<file path="config.mk">
export PLATFORM = sky130hd
export DESIGN_NAME = linptr_port
export DESIGN_NICKNAME = d
export VERILOG_FILES = /design/src/rtl/lap_pkg.sv /design/src/rtl/lap_ptr_unit.sv /design/src/rtl/lap_seq_fsm.sv /design/src/rtl/linptr_port.sv
export SDC_FILE = /design/constraint.sdc
export NUM_CORES = 1
export LEC_CHECK = 0
export BUFFER_PORTS_ARGS = -buffer_cell sky130_fd_sc_hd__buf_2
export CAP_MARGIN = 25
export CORE_MARGIN = 2
export CORE_UTILIZATION = 50
export CTS_CLUSTER_SIZE = 16
export DETAILED_ROUTE_END_ITERATION = 8
export GPL_TIMING_DRIVEN = 0
export PLACE_DENSITY = 0.75
export REMOVE_ABC_BUFFERS = 1
export SLEW_MARGIN = 20
export SYNTH_ARGS = -nofsm -noshare
export SYNTH_HDL_FRONTEND = slang
export SYNTH_SLANG_ARGS = --single-unit
</file>
<file path="constraint.sdc">
create_clock -name clk -period 2.9 [get_ports clk]
set_input_delay 0.29 -clock clk [delete_from_list [all_inputs] [get_ports clk]]
set_output_delay 0.29 -clock clk [all_outputs]
set_load 0.005 [all_outputs]
</file>
<file path="src/rtl/lap_pkg.sv">
package lap_pkg;

    typedef enum logic [2:0] {
        SEL_PTR_HI   = 3'd0,
        SEL_PTR_MID  = 3'd1,
        SEL_PTR_LO   = 3'd2,
        SEL_BYTE     = 3'd3,
        SEL_BYTE_INC = 3'd4,
        SEL_WORD_INC = 3'd5,
        SEL_ADD      = 3'd6,
        SEL_RSVD     = 3'd7
    } lap_sel_e;

    typedef enum logic [1:0] {
        ST_IDLE   = 2'd0,
        ST_FIRST  = 2'd1,
        ST_SECOND = 2'd2,
        ST_FINISH = 2'd3
    } lap_state_e;

    typedef enum logic [1:0] {
        OP_BYTE     = 2'd0,
        OP_BYTE_INC = 2'd1,
        OP_WORD_INC = 2'd2
    } xfer_op_e;

endpackage

</file>
<file path="src/rtl/lap_ptr_unit.sv">
module lap_ptr_unit #(
    parameter int ADDR_W = 17
) (
    input  logic              clk,
    input  logic              rst_n,
    input  logic              ld_hi,
    input  logic              ld_mid,
    input  logic              ld_lo,
    input  logic [7:0]        ld_val,
    input  logic              add_en,
    input  logic [7:0]        add_val,
    input  logic              step_en,
    input  logic              step_two,
    output logic [ADDR_W-1:0] ptr_o,
    output logic [ADDR_W-1:0] ptr_plus1_o
);
    localparam int HI_W  = ADDR_W - 16;
    localparam int EXT_W = ADDR_W - 8;

    logic [ADDR_W-1:0] ptr_q;
    logic [ADDR_W-1:0] ptr_d;
    logic [ADDR_W-1:0] offs_ext;
    logic [ADDR_W-1:0] step_amt;

    assign offs_ext = {{EXT_W{add_val[7]}}, add_val};
    assign step_amt = step_two ? ADDR_W'(2) : ADDR_W'(1);

    always_comb begin
        ptr_d = ptr_q;
        if (ld_hi) begin
            ptr_d[ADDR_W-1:16] = ld_val[HI_W-1:0];
        end
        if (ld_mid) begin
            ptr_d[15:8] = ld_val;
        end
        if (ld_lo) begin
            ptr_d[7:0] = ld_val;
        end
        if (add_en) begin
            ptr_d = ptr_q + offs_ext;
        end
        if (step_en) begin
            ptr_d = ptr_q + step_amt;
        end
    end

    always_ff @(posedge clk) begin
        if (!rst_n) begin
            ptr_q <= '0;
        end else begin
            ptr_q <= ptr_d;
        end
    end

    assign ptr_o       = ptr_q;
    assign ptr_plus1_o = ptr_q + ADDR_W'(1);


    ptr_wrap_chk: assert property (@(posedge clk) disable iff (!rst_n)
        (step_en && !step_two && !add_en && !ld_hi && !ld_mid && !ld_lo && (&ptr_q))
        |=> (ptr_q == '0));


    lo_load_keeps_upper_chk: assert property (@(posedge clk) disable iff (!rst_n)
        (ld_lo && !ld_mid && !ld_hi && !add_en && !step_en)
        |=> $stable(ptr_q[ADDR_W-1:8]));


    zero_offset_chk: assert property (@(posedge clk) disable iff (!rst_n)
        (add_en && add_val == 8'h00 && !step_en)
        |=> $stable(ptr_q));

endmodule

</file>
<file path="src/rtl/lap_seq_fsm.sv">
module lap_seq_fsm
    import lap_pkg::*;
#(
    parameter int ADDR_W = 17
) (
    input  logic              clk,
    input  logic              rst_n,
    input  logic              req_rd,
    input  logic              req_wr,
    input  logic [2:0]        req_sel,
    input  logic [15:0]       req_wdata,
    input  logic [ADDR_W-1:0] ptr,
    input  logic [ADDR_W-1:0] ptr_plus1,
    input  logic [7:0]        mem_rdata,
    output logic              busy,
    output logic              ack,
    output logic [15:0]       rdata,
    output logic              mem_req,
    output logic              mem_we,
    output logic [ADDR_W-1:0] mem_addr,
    output logic [7:0]        mem_wdata,
    output logic              ld_hi,
    output logic              ld_mid,
    output logic              ld_lo,
    output logic [7:0]        ld_val,
    output logic              add_en,
    output logic [7:0]        add_val,
    output logic              step_en,
    output logic              step_two
);
    localparam int HI_W  = ADDR_W - 16;
    localparam int PAD_W = 8 - HI_W;

    lap_state_e state_q, state_d;
    xfer_op_e   op_q;
    logic       wr_q;
    logic [15:0] wdata_q;
    logic [7:0]  hi_byte_q;
    logic        ack_q;
    logic [15:0] rdata_q;

    lap_sel_e sel;
    logic     accept;
    logic     is_data;
    logic     is_write;
    logic [15:0] reg_rd_val;

    assign sel      = lap_sel_e'(req_sel);
    assign accept   = (req_rd || req_wr) && (state_q == ST_IDLE);
    assign is_write = req_wr;
    assign is_data  = (sel == SEL_BYTE) || (sel == SEL_BYTE_INC) || (sel == SEL_WORD_INC);

    // next state
    always_comb begin
        state_d = state_q;
        unique case (state_q)
            ST_IDLE: begin
                if (accept && is_data) begin
                    state_d = ST_FIRST;
                end
            end
            ST_FIRST: begin
                if (op_q == OP_WORD_INC) begin
                    state_d = ST_SECOND;
                end else begin
                    state_d = ST_FINISH;
                end
            end
            ST_SECOND: state_d = ST_FINISH;
            ST_FINISH: state_d = ST_IDLE;
            default:   state_d = ST_IDLE;
        endcase
    end

    // state register
    always_ff @(posedge clk) begin
        if (!rst_n) begin
            state_q <= ST_IDLE;
        end else begin
            state_q <= state_d;
        end
    end

    // outputs
    always_comb begin
        mem_req   = 1'b0;
        mem_addr  = ptr;
        mem_wdata = wdata_q[7:0];
        step_en   = 1'b0;
        step_two  = (op_q == OP_WORD_INC);
        unique case (state_q)
            ST_IDLE: begin
                mem_req = 1'b0;
            end
            ST_FIRST: begin
                mem_req  = 1'b1;
                mem_addr = ptr;
                if (op_q == OP_WORD_INC) begin
                    mem_wdata = wdata_q[15:8];
                end
            end
            ST_SECOND: begin
                mem_req   = 1'b1;
                mem_addr  = ptr_plus1;
                mem_wdata = wdata_q[7:0];
            end
            ST_FINISH: begin
                step_en = (op_q != OP_BYTE);
            end
            default: begin
                mem_req = 1'b0;
            end
        endcase
        mem_we = mem_req && wr_q;
        busy   = (state_q != ST_IDLE);
        ld_hi  = accept && is_write && (sel == SEL_PTR_HI);
        ld_mid = accept && is_write && (sel == SEL_PTR_MID);
        ld_lo  = accept && is_write && (sel == SEL_PTR_LO);
        add_en = accept && is_write && (sel == SEL_ADD);
        ld_val = req_wdata[7:0];
        add_val = req_wdata[7:0];
    end

    // register readback value
    always_comb begin
        reg_rd_val = 16'h0000;
        unique case (sel)
            SEL_PTR_HI:  reg_rd_val = {8'h00, {PAD_W{1'b0}}, ptr[ADDR_W-1:16]};
            SEL_PTR_MID: reg_rd_val = {8'h00, ptr[15:8]};
            SEL_PTR_LO:  reg_rd_val = {8'h00, ptr[7:0]};
            default:     reg_rd_val = 16'h0000;
        endcase
    end

    // transfer data path
    always_ff @(posedge clk) begin
        if (!rst_n) begin
            op_q      <= OP_BYTE;
            wr_q      <= 1'b0;
            wdata_q   <= '0;
            hi_byte_q <= '0;
            ack_q     <= 1'b0;
            rdata_q   <= '0;
        end else begin
            ack_q <= (accept && !is_data) || (state_q == ST_FINISH);
            if (accept) begin
                wr_q    <= is_write;
                wdata_q <= req_wdata;
                if (sel == SEL_WORD_INC) begin
                    op_q <= OP_WORD_INC;
                end else if (sel == SEL_BYTE_INC) begin
                    op_q <= OP_BYTE_INC;
                end else begin
                    op_q <= OP_BYTE;
                end
                if (!is_data) begin
                    rdata_q <= is_write ? 16'h0000 : reg_rd_val;
                end
            end
            if (state_q == ST_SECOND) begin
                hi_byte_q <= mem_rdata;
            end
            if (state_q == ST_FINISH) begin
                if (wr_q) begin
                    rdata_q <= 16'h0000;
                end else if (op_q == OP_WORD_INC) begin
                    rdata_q <= {hi_byte_q, mem_rdata};
                end else begin
                    rdata_q <= {8'h00, mem_rdata};
                end
            end
        end
    end

    assign ack   = ack_q;
    assign rdata = rdata_q;


    second_follows_first_chk: assert property (@(posedge clk) disable iff (!rst_n)
        (state_q == ST_SECOND) |-> ($past(state_q) == ST_FIRST));


    ack_when_idle_chk: assert property (@(posedge clk) disable iff (!rst_n)
        ack_q |-> (state_q == ST_IDLE));


    busy_min_len_chk: assert property (@(posedge clk) disable iff (!rst_n)
        $rose(busy) |=> busy);


    mem_only_busy_chk: assert property (@(posedge clk) disable iff (!rst_n)
        mem_req |-> busy);

endmodule

</file>
<file path="src/rtl/linptr_port.sv">
module linptr_port
    import lap_pkg::*;
#(
    parameter int ADDR_W = 17
) (
    input  logic              clk,
    input  logic              rst_n,
    input  logic              cpu_rd,
    input  logic              cpu_wr,
    input  logic [2:0]        cpu_sel,
    input  logic [15:0]       cpu_wdata,
    output logic [15:0]       cpu_rdata,
    output logic              cpu_ack,
    output logic              cpu_busy,
    output logic              mem_req,
    output logic              mem_we,
    output logic [ADDR_W-1:0] mem_addr,
    output logic [7:0]        mem_wdata,
    input  logic [7:0]        mem_rdata
);
    logic [ADDR_W-1:0] ptr;
    logic [ADDR_W-1:0] ptr_plus1;
    logic              ld_hi, ld_mid, ld_lo;
    logic [7:0]        ld_val;
    logic              add_en;
    logic [7:0]        add_val;
    logic              step_en, step_two;

    lap_ptr_unit #(.ADDR_W(ADDR_W)) u_ptr (
        .clk         (clk),
        .rst_n       (rst_n),
        .ld_hi       (ld_hi),
        .ld_mid      (ld_mid),
        .ld_lo       (ld_lo),
        .ld_val      (ld_val),
        .add_en      (add_en),
        .add_val     (add_val),
        .step_en     (step_en),
        .step_two    (step_two),
        .ptr_o       (ptr),
        .ptr_plus1_o (ptr_plus1)
    );

    lap_seq_fsm #(.ADDR_W(ADDR_W)) u_seq (
        .clk       (clk),
        .rst_n     (rst_n),
        .req_rd    (cpu_rd),
        .req_wr    (cpu_wr),
        .req_sel   (cpu_sel),
        .req_wdata (cpu_wdata),
        .ptr       (ptr),
        .ptr_plus1 (ptr_plus1),
        .mem_rdata (mem_rdata),
        .busy      (cpu_busy),
        .ack       (cpu_ack),
        .rdata     (cpu_rdata),
        .mem_req   (mem_req),
        .mem_we    (mem_we),
        .mem_addr  (mem_addr),
        .mem_wdata (mem_wdata),
        .ld_hi     (ld_hi),
        .ld_mid    (ld_mid),
        .ld_lo     (ld_lo),
        .ld_val    (ld_val),
        .add_en    (add_en),
        .add_val   (add_val),
        .step_en   (step_en),
        .step_two  (step_two)
    );


    we_needs_req_chk: assert property (@(posedge clk) disable iff (!rst_n)
        mem_we |-> mem_req);


    no_ptr_change_busy_chk: assert property (@(posedge clk) disable iff (!rst_n)
        (cpu_busy && !step_en) |=> $stable(ptr));

endmodule

</file>
==> impl_metrics.ini <==
[worst_hold_path]
holdPathStages = 3
hp-class = in2reg

[floorplan]
ioPinCount = 76
num_rows = 33
core_area_sq_um = 8258
die_x_um = 96.32
chipHeight_um = 96.32
start_util_pct = 51.61
die-area_sq_um = 9278

[worst_setup_path]
cp.required_ns = 2.61
worstSetupEndpointType = output pin
worstSetupPathType = reg2out
rr_worst_depth = 8
slowest_stage = ha_2
crit_arrival_ns = 2.43
critPathMaxStageDelay_ns = 0.47
cp_max_fo = 14
worst_setup_path_start_kind = register
crit_chain = inv_1 -> ha_2 -> nand4_1 -> nor3_2 -> nand3_1 -> xnor2_1 -> buf_2

[logic_synthesis]
yosysWarnings = 0
async_flop_share_pct = 0
ys_ff_latch = 63
syn_area_sq_um = 4262
syn_avg_cell_area_sq_um = 7.665
syn_inst = 556
synthFlopType = dfxtp_1
netlist-cell-type-count = 59
synth_edf_count = 0
yosysSeqAreaShare_pct = 29.59

[placed_design]
hpwl_um = 8754
placed_area_sq_um = 4636
io_buffers = 75
routabilityCongestion = 0.8959

[sta]
rsz0062_at_grt = false
max_freq_ghz = 0.3673
fin_skew_ns = 0.01196
setup_viol = 0
finalCritPeriodShare_pct = 93.88
fin_crit_ns = 2.723
hold_viol = 0
tightest_slew_ns = 0.9227
drv_slew = 0
setup_tns_ns = 0
relSlewSlack_pct = 38.49

[clock_network]
clock_path_buffers = 2
clk_latency_ns = 0.35
cts_inserted_buffers = 9
h-tree-depth = 3
cts_sinks = 63
holdBufCountCts = 0
cts_tree = done
clkTransAtPathRegs_ns = 0.07
cts_root_buf = clkbuf_8

[global_routing]
grt_max_degree = 54
use_met3_pct = 4.072
grt_pass1_vias = 3921
grt.met2_usage_pct = 41.26
grtUsageMet1_pct = 37.92
grt-ovfl-total = 0
antenna_found_initial = 0
grt.total_usage_pct = 26.63
grt_pass1_wl_um = 19370
top_usage_layer = met2

[route]
first_pass_iters = 5
drc_errors = 0
drtAntennaViolNets = 0
wl_per_cell_um = 16.99
dr.first_iter.drc_count = 317
vias = 4344
drt_wl_total_um = 12180
viasPerCell = 6.059

[final_layout]
syn2layout_area_growth_pct = 13.39
final_cell_mix = nand2_1, buf_2, nor2_1
fill_cells = 812
nNetsFinal = 664
drive_above_1_share_pct = 17.16
multi_input_area_sq_um = 2845
postLayoutCellArea_sq_um = 4832
diodes = 0
final_common_cell = nand2_1
seqCellArea_sq_um = 1261

[power]
ir_worst_vdd_mv = 0.2455
p_clk_share_pct = 24.7
power.leakage_nw = 2.128
comb_power_share_pct = 37.6
power_switching_mw = 1.203
power_frac_seq_pct = 37.8
switching_share_pct = 38.84
intPower_mw = 1.894
pwr_density_cell_nw_per_um2 = 640.8

[flow_run]
maxCapViolations = 0

[status]
outcome = finished clean
-- stage by stage --
stage | total power [mW] | utilization [%] | std cells | setup slack, ns | hold slack, ns
after global routing | 3.310 | 58.52 | 717 | 0.02814 | 0.1827
after global placement | 2.282 | 56.00 | 701 | 0.2326 | 0.4369
after CTS | 3.105 | 58.45 | 717 | 0.05538 | 0.1817
after detailed placement | 2.338 | 56.14 | 701 | 0.1431 | 0.4449
final | 3.096 | 58.52 | 717 | 0.1775 | 0.1859
after floorplan | 1.934 | - | 521 | 0.6107 | 0.4228
-- worst max-delay path, delay by kind of cell, from the launching register on --
kind | cells | cell delay [ns]
xor gates and xnor gates | 1 | 0.17
adders and majority gates | 1 | 0.47
buffers and inverters | 2 | 0.28
DFF | 1 | 0.34
and+or+nand+nor | 3 | 0.83
-- state kept, by name, indices dropped and copies added (netlist names) --
register and flops:
u_seq.wdata_q 16, u_seq.wr_q 1, u_seq.ack 1, u_seq.state_q 2, u_seq.hi_byte_q 8, u_ptr.ptr_o 17
u_seq.rdata 16, u_seq.op_q 2
-- power by group through the flow --
| stage | logic [mW] | clock network [mW] | registers [mW] |
|---|---|---|---|
| after floorplan | 0.790 | 0 | 1.14 |
| final | 1.16 | 0.764 | 1.17 |
| after CTS | 1.16 | 0.775 | 1.17 |
| after global placement | 1.11 | 0 | 1.18 |
| after global routing | 1.31 | 0.816 | 1.19 |
| after detailed placement | 1.15 | 0 | 1.18 |
-- worst paths after layout --
path	to	from	slack, ns
worst min register to register	u_seq.wdata_q[10]$_SDFFE_PN0P_	u_seq.wdata_q[10]$_SDFFE_PN0P_	0.45
worst min-delay path	u_seq.wdata_q[14]$_SDFFE_PN0P_	cpu_wdata[14]	0.19
worst max-delay path	mem_addr[15]	u_seq.state_q[0]$_SDFFE_PN0P_	0.18
worst max register to register	u_ptr.ptr_o[16]$_SDFFE_PN0P_	u_ptr.ptr_o[0]$_SDFFE_PN0P_	0.31
-- area by class of cell --
type                       count  share of cell area, %
tap                          105                  2.719
clock buffer                  10                  2.641
clock inverter                 6                  1.269
multi-input combinational    450                  58.88
inverter                       8                 0.6214
sequential                    63                  26.10
timing repair buffer          75                  7.768
-- routing by layer --
metal  vias up  share of wire [%]  wire length (um)
met4         0                1.5               187
li1       2106                  -                 -
met2       152                 46              5607
met5         -                  0                 0
met1      2069                 47              5713
met3        17                5.5               674
-- cell usage after synthesis, drive strengths merged, types with 13 or more instances --
cell type | count | area [sq um]
nand2 | 76 | 285.3
nor2 | 65 | 246.5
dfxtp | 63 | 1261
a21oi | 53 | 265.3
clkbuf | 24 | 90.09
ha | 24 | 300.3
o21ai | 23 | 115.1
nand3 | 18 | 90.09
nor3 | 18 | 90.09
xnor2 | 18 | 157.7
a22oi | 15 | 112.6
mux2i | 14 | 140.1
a211oi | 13 | 97.59
-- what timing repair did --
item,4_1_cts,5_1_grt
pin swaps,0,0
endpoints found under the hold margin,0,0
buffers inserted,0,0
setup endpoints to repair,5,2
resized for setup,1,1
-- kinds of logic after synthesis --
family	share of synthesized area (%)
multiplexers	5.666
buffers and inverters	4.081
XOR/XNOR	6.166
adder cells (fa/ha/maj)	7.986
AO/OA/AOI/OAI	23.99
AND/OR/NAND/NOR	22.52
flip-flops	29.59
Power figures use the tool's default switching activity.
